==> config.mk <==
export PLATFORM = sky130hd
export DESIGN_NAME = split_param_commit
export DESIGN_NICKNAME = d
export VERILOG_FILES = /design/src/rtl/spc_pkg.sv /design/src/rtl/spc_seq_tracker.sv /design/src/rtl/spc_shadow_bank.sv /design/src/rtl/spc_readback.sv /design/src/rtl/split_param_commit.sv
export SDC_FILE = /design/constraint.sdc
export NUM_CORES = 1
export LEC_CHECK = 0
export CAP_MARGIN = 25
export CORE_UTILIZATION = 29
export DETAILED_ROUTE_END_ITERATION = 7
export HOLD_SLACK_MARGIN = 0.06
export PLACE_DENSITY = 0.62
export SYNTH_ARGS = -nofsm -noshare
export SYNTH_HDL_FRONTEND = slang
export SYNTH_SLANG_ARGS = --single-unit
==> constraint.sdc <==
create_clock -name clk_i -period 1.2 [get_ports clk_i]
set_input_delay 0.24 -clock clk_i [delete_from_list [all_inputs] [get_ports clk_i]]
set_output_delay 0.24 -clock clk_i [all_outputs]
set_load 0.03 [all_outputs]
==> src/rtl/spc_pkg.sv <==
package spc_pkg;
  localparam int unsigned BYTE_W = 8;
  typedef logic [BYTE_W-1:0] byte_t;

  // Mask for the used low bits of the highest register of a group.
  function automatic byte_t top_mask(input int unsigned used_bits);
    return byte_t'((1 << used_bits) - 1);
  endfunction
endpackage

==> src/rtl/spc_seq_tracker.sv <==
module spc_seq_tracker #(
  parameter int unsigned          ADDR_W    = 8,
  parameter logic [ADDR_W-1:0]    BASE_ADDR = 8'h34,
  parameter int unsigned          NUM_REGS  = 2,
  localparam int unsigned         IDX_W     = (NUM_REGS > 2) ? $clog2(NUM_REGS) : 1
) (
  input  logic                clk_i,
  input  logic                rst_i,
  input  logic                wr_en_i,
  input  logic [ADDR_W-1:0]   wr_addr_i,
  output logic [NUM_REGS-1:0] stage_we_o,
  output logic                reload_o,
  output logic                commit_o,
  output logic                pending_o
);
  logic [ADDR_W-1:0] off;
  logic [IDX_W-1:0]  idx_q;
  logic              pending_q;
  logic              hit_first, hit_next, at_last;

  always_comb begin
    off       = wr_addr_i - BASE_ADDR;
    hit_first = wr_en_i && (off == '0);
    hit_next  = wr_en_i && pending_q && (off == ADDR_W'(idx_q));
    at_last   = (idx_q == IDX_W'(NUM_REGS - 1));
    for (int k = 0; k < NUM_REGS; k++) begin
      stage_we_o[k] = (hit_first && (k == 0)) ||
                      (hit_next && (idx_q == IDX_W'(k)));
    end
    // Any write that is not the expected next step resets unstaged slots.
    reload_o = wr_en_i && !hit_next;
    commit_o = hit_next && at_last;
  end

  always_ff @(posedge clk_i) begin
    if (rst_i) begin
      pending_q <= 1'b0;
      idx_q     <= '0;
    end else if (hit_first) begin
      pending_q <= 1'b1;
      idx_q     <= IDX_W'(1);
    end else if (hit_next) begin
      if (at_last) begin
        pending_q <= 1'b0;
        idx_q     <= '0;
      end else begin
        idx_q     <= idx_q + IDX_W'(1);
      end
    end else if (wr_en_i) begin
      pending_q <= 1'b0;
      idx_q     <= '0;
    end
  end

  assign pending_o = pending_q;
endmodule

==> src/rtl/spc_shadow_bank.sv <==
module spc_shadow_bank
  import spc_pkg::*;
#(
  parameter int unsigned        NUM_REGS  = 2,
  parameter int unsigned        PARAM_W   = 12,
  parameter logic [PARAM_W-1:0] RESET_VAL = 12'h5A3,
  localparam int unsigned       FULL_W    = NUM_REGS * BYTE_W,
  localparam int unsigned       TOP_BITS  = PARAM_W - BYTE_W * (NUM_REGS - 1)
) (
  input  logic                clk_i,
  input  logic                rst_i,
  input  logic [NUM_REGS-1:0] stage_we_i,
  input  logic                reload_i,
  input  byte_t               wr_data_i,
  input  logic [PARAM_W-1:0]  live_i,
  output logic [FULL_W-1:0]   shadow_o
);
  logic [FULL_W-1:0] rst_pad;
  logic [FULL_W-1:0] live_pad;

  assign rst_pad  = FULL_W'(RESET_VAL);
  assign live_pad = FULL_W'(live_i);

  for (genvar k = 0; k < NUM_REGS; k++) begin : g_slot
    localparam byte_t MASK = (k == NUM_REGS - 1) ? top_mask(TOP_BITS) : 8'hFF;
    byte_t slot_q;
    always_ff @(posedge clk_i) begin
      if (rst_i)              slot_q <= rst_pad[k*BYTE_W +: BYTE_W];
      else if (stage_we_i[k]) slot_q <= wr_data_i & MASK;
      else if (reload_i)      slot_q <= live_pad[k*BYTE_W +: BYTE_W];
    end
    assign shadow_o[k*BYTE_W +: BYTE_W] = slot_q;
  end
endmodule

==> src/rtl/spc_readback.sv <==
module spc_readback
  import spc_pkg::*;
#(
  parameter int unsigned       ADDR_W    = 8,
  parameter logic [ADDR_W-1:0] BASE_ADDR = 8'h34,
  parameter int unsigned       NUM_REGS  = 2,
  localparam int unsigned      FULL_W    = NUM_REGS * BYTE_W
) (
  input  logic              clk_i,
  input  logic              rst_i,
  input  logic [ADDR_W-1:0] rd_addr_i,
  input  logic [FULL_W-1:0] shadow_i,
  output byte_t             rd_data_o,
  output logic              rd_hit_o
);
  logic [ADDR_W-1:0] off;
  byte_t             sel;
  logic              hit;

  always_comb begin
    off = rd_addr_i - BASE_ADDR;
    sel = '0;
    hit = 1'b0;
    for (int k = 0; k < NUM_REGS; k++) begin
      if (off == ADDR_W'(k)) begin
        sel = shadow_i[k*BYTE_W +: BYTE_W];
        hit = 1'b1;
      end
    end
  end

  always_ff @(posedge clk_i) begin
    if (rst_i) begin
      rd_data_o <= '0;
      rd_hit_o  <= 1'b0;
    end else begin
      rd_data_o <= sel;
      rd_hit_o  <= hit;
    end
  end
endmodule

==> src/rtl/split_param_commit.sv <==
module split_param_commit
  import spc_pkg::*;
#(
  parameter int unsigned        ADDR_W    = 8,
  parameter logic [ADDR_W-1:0]  BASE_ADDR = 8'h34,
  parameter int unsigned        NUM_REGS  = 2,
  parameter int unsigned        PARAM_W   = 12,
  parameter logic [PARAM_W-1:0] RESET_VAL = 12'h5A3
) (
  input  logic               clk_i,
  input  logic               rst_i,
  input  logic               wr_en_i,
  input  logic [ADDR_W-1:0]  wr_addr_i,
  input  logic [7:0]         wr_data_i,
  input  logic [ADDR_W-1:0]  rd_addr_i,
  output logic [PARAM_W-1:0] param_o,
  output logic               commit_o,
  output logic               pending_o,
  output logic [7:0]         rd_data_o,
  output logic               rd_hit_o
);
  localparam int unsigned FULL_W   = NUM_REGS * BYTE_W;
  localparam int unsigned TOP_BITS = PARAM_W - BYTE_W * (NUM_REGS - 1);
  localparam byte_t       TOP_MASK = top_mask(TOP_BITS);

  logic [NUM_REGS-1:0] stage_we;
  logic                reload;
  logic                commit_stb;
  logic [FULL_W-1:0]   shadow;
  logic [PARAM_W-1:0]  live_q;
  logic [PARAM_W-1:0]  commit_val;
  logic                commit_q;

  spc_seq_tracker #(
    .ADDR_W(ADDR_W), .BASE_ADDR(BASE_ADDR), .NUM_REGS(NUM_REGS)
  ) u_track (
    .clk_i(clk_i), .rst_i(rst_i), .wr_en_i(wr_en_i), .wr_addr_i(wr_addr_i),
    .stage_we_o(stage_we), .reload_o(reload), .commit_o(commit_stb),
    .pending_o(pending_o)
  );

  spc_shadow_bank #(
    .NUM_REGS(NUM_REGS), .PARAM_W(PARAM_W), .RESET_VAL(RESET_VAL)
  ) u_shadow (
    .clk_i(clk_i), .rst_i(rst_i), .stage_we_i(stage_we), .reload_i(reload),
    .wr_data_i(wr_data_i), .live_i(live_q), .shadow_o(shadow)
  );

  // Lower slots come from the shadow store, the top byte straight from the bus.
  assign commit_val = PARAM_W'({wr_data_i & TOP_MASK, shadow[FULL_W-BYTE_W-1:0]});

  always_ff @(posedge clk_i) begin
    if (rst_i) begin
      live_q   <= RESET_VAL;
      commit_q <= 1'b0;
    end else begin
      commit_q <= commit_stb;
      if (commit_stb) live_q <= commit_val;
    end
  end

  assign param_o  = live_q;
  assign commit_o = commit_q;

  spc_readback #(
    .ADDR_W(ADDR_W), .BASE_ADDR(BASE_ADDR), .NUM_REGS(NUM_REGS)
  ) u_rb (
    .clk_i(clk_i), .rst_i(rst_i), .rd_addr_i(rd_addr_i), .shadow_i(shadow),
    .rd_data_o(rd_data_o), .rd_hit_o(rd_hit_o)
  );
endmodule

==> run summary <==
Status -> complete, but fails checks
Failing checks -> negative setup slack
Filler cells -> 465
Worst VDD drop -> 0.000599 V
FP Rows -> 25
Top_reg_cell synth -> dfxtp_1
Hold slack final -> 0.480 ns
Sequential fraction of the synthesis area -> 50.7%
Setup crit end kind -> register
Ys async rst share -> 0%
Final period util -> 110%
Post-Syn Nets -> 175
Starting Density -> 30.1%
First drt pass iteration count -> 4
CP Max Fanout -> 7
Post-Synthesis Cells -> 148
DRC errors left -> 0
Setup violators final -> 24
Critical Path Start Type -> primary input
Final worst setup slack -> -0.114 ns
Worst EP arrival -> 1.48 ns
Sequential cell area -> 726 µm²
Antenna-violating nets left -> 0
Initial antenna violation count -> 0
Post-layout util -> 48.7%
Static Leak -> 0.962 nW
Final Cell Area -> 0.00230 mm²
Critical path data required time -> 1.37 ns
Synth top area share -> 50.7%
Post-detail-place hpwl -> 2.44 mm
Drt total wl -> 3.51 mm
# IOs -> 50
Final #Nets -> 244
EDFF count, synth -> 0
Highest-count cells in the layout ignoring fill and taps -> 38 x buf_4, 34 x dfxtp_1, 26 x nand2_1, 13 x clkdlybuf4s50_1
Register bit total from synthesis -> 36
Unrepaired setup endpoints after global routing -> yes
Clk sink count -> 36
Max Buffers Root-to-Sink -> 2
Area after DPL -> 0.00208 mm²
Vias in the first global route -> 1169
First-pass GRT wire length -> 5.58 mm
Max-slew headroom -> 80.3%
GRT Resource Usage Total -> 14.0%
Syn_area_per_cell -> 9.60 µm²
Core box area -> 0.00472 mm²
Count of buffers from port buffering -> 49
CP Class -> in -> reg
Worst skew pair latency -> 0.28 ns
Max_cap viols -> 0
Area contributors post-synth -> dfxtp_1 51%, mux2i_1 9.9%, nand2_1 6.9%
Power consumption -> 2.36 mW
Iter 0 DRT Violations -> 101
Worst Tran Pin Value -> 0.294 ns
Width of the die -> 72.0 µm
Netlist cell types -> 27
Setup tns final -> -1.37 ns
Worst hold path class -> reg -> reg
Average routed wire per standard cell -> 12.3 µm
Final Max Tran Viols -> 0
Clk_skew -> 0.00548 ns
Inserted Clock Buffers -> 5
Root buf cell -> clkbuf_8
Reg2reg path depth -> 5
Die height -> 72.0 µm
Synthesized cell area -> 0.00142 mm²
Final Hold Vio Count -> 0
Tmin final -> 1.31 ns
Area of the multi-input gates -> 728 µm²
Vias per cell -> 4.50
Ant. Diodes -> 0
Area of the die -> 0.00518 mm²
Area delta synth->final -> 62.1%
Cell Pwr Density -> 1030 mW/mm²
CTS H-tree lvls -> 2
Routed vias -> 1282
Total overflow reported by the global router -> 0
CTS clk-pin slew, worst paths -> 0.07 ns
CTS tree -> done
Routability cong. -> 0.703
Hold Crit Depth -> 2
Post-synth top area cell -> dfxtp_1
Max Clk Rate -> 761 MHz
Most common cell after layout, fill and taps aside -> buf_4
Layout cell share with drive strength beyond 1 -> 33.5%
Synthesis warning total -> 0
Largest net degree at the start of global routing -> 25
power by group:
part           switching [mW]  total, mW  internal (mW)
Sequential           0.000402       1.19           1.19
Clock                   0.442      0.973          0.531
Combinational          0.0768      0.198          0.122
Total                   0.519       2.36           1.84
state kept, by name (all words and copies together) (netlist names):
signal	flops
u_track.pending_o	1
commit_o	1
u_rb.rd_hit_o	1
u_track.at_last	1
u_shadow.g_slot.slot_q	12
param_o	12
u_rb.rd_data_o	8
worst paths after layout:
| path | start | to | slack (ns) |
|---|---|---|---|
| worst max register to register | u_track.pending_o$_SDFFE_PP0P_ | u_shadow.g_slot[0].slot_q[1]$_SDFFE_PP1P_ | -0.11 |
| worst min register to register | param_o[9]$_SDFFE_PP0N_ | param_o[9]$_SDFFE_PP0N_ | 0.48 |
| worst min-delay path | param_o[9]$_SDFFE_PP0N_ | param_o[9]$_SDFFE_PP0N_ | 0.48 |
| worst max-delay path | wr_addr_i[7] | u_shadow.g_slot[0].slot_q[1]$_SDFFE_PP1P_ | -0.11 |
through the flow:
step / worst slack (ns) / std cells
finish: -0.114 / 285
global route: -0.160 / 285
detailed placement: -0.560 / 274
CTS: -0.104 / 285
global placement: -0.527 / 274
floorplan: -0.116 / 148
Yosys cell counts (all sizes together) (3+ instances only):
library cell  count
dfxtp            36
nand2            26
mux2i            14
a21oi            12
nor2              9
nor3              8
nand3b            7
a211oi            4
and2              4
buf               4
clkbuf            4
o2bb2ai           4
nor4              3
worst max-delay path, cell delays in order:
cell	delay, ns
dlygate4sd2_1	0.18
and4bb_2	0.26
a41oi_4	0.33
buf_16	0.17
mux2i_2	0.22
a21oi_2	0.07
timing repair:
action                     in CTS  in global routing
buffers inserted                2                  0
pin swaps                      12                  0
setup endpoints to repair      33                 26
hold buffers                    0                  0
gates cloned                    1                  0
resized for setup              25                  8
logic make-up after synthesis:
group,synth area share [%]
AO/OA/AOI/OAI,10.7
XOR/XNOR,0.617
buffers and inverters,4.05
flip-flops,50.7
multiplexers,9.87
AND/OR/NAND/NOR,24.0
metal layers:
metal,up-vias,share of wire [%],global-route usage (%)
met5,-,0,0
met4,0,0.43,4.58
met3,2,5.4,4.44
met2,31,47,22.3
met1,596,47,18.2
li1,653,-,-
layout make-up:
type | instances | area share [%]
clock buffers | 6 | 4.08
flip-flops and latches | 36 | 31.5
clock inverters | 2 | 0.543
well taps | 67 | 3.64
repair buffers | 70 | 28.3
inverters | 2 | 0.326
multi-input cells | 102 | 31.6
Power figures use the tool's default switching activity.
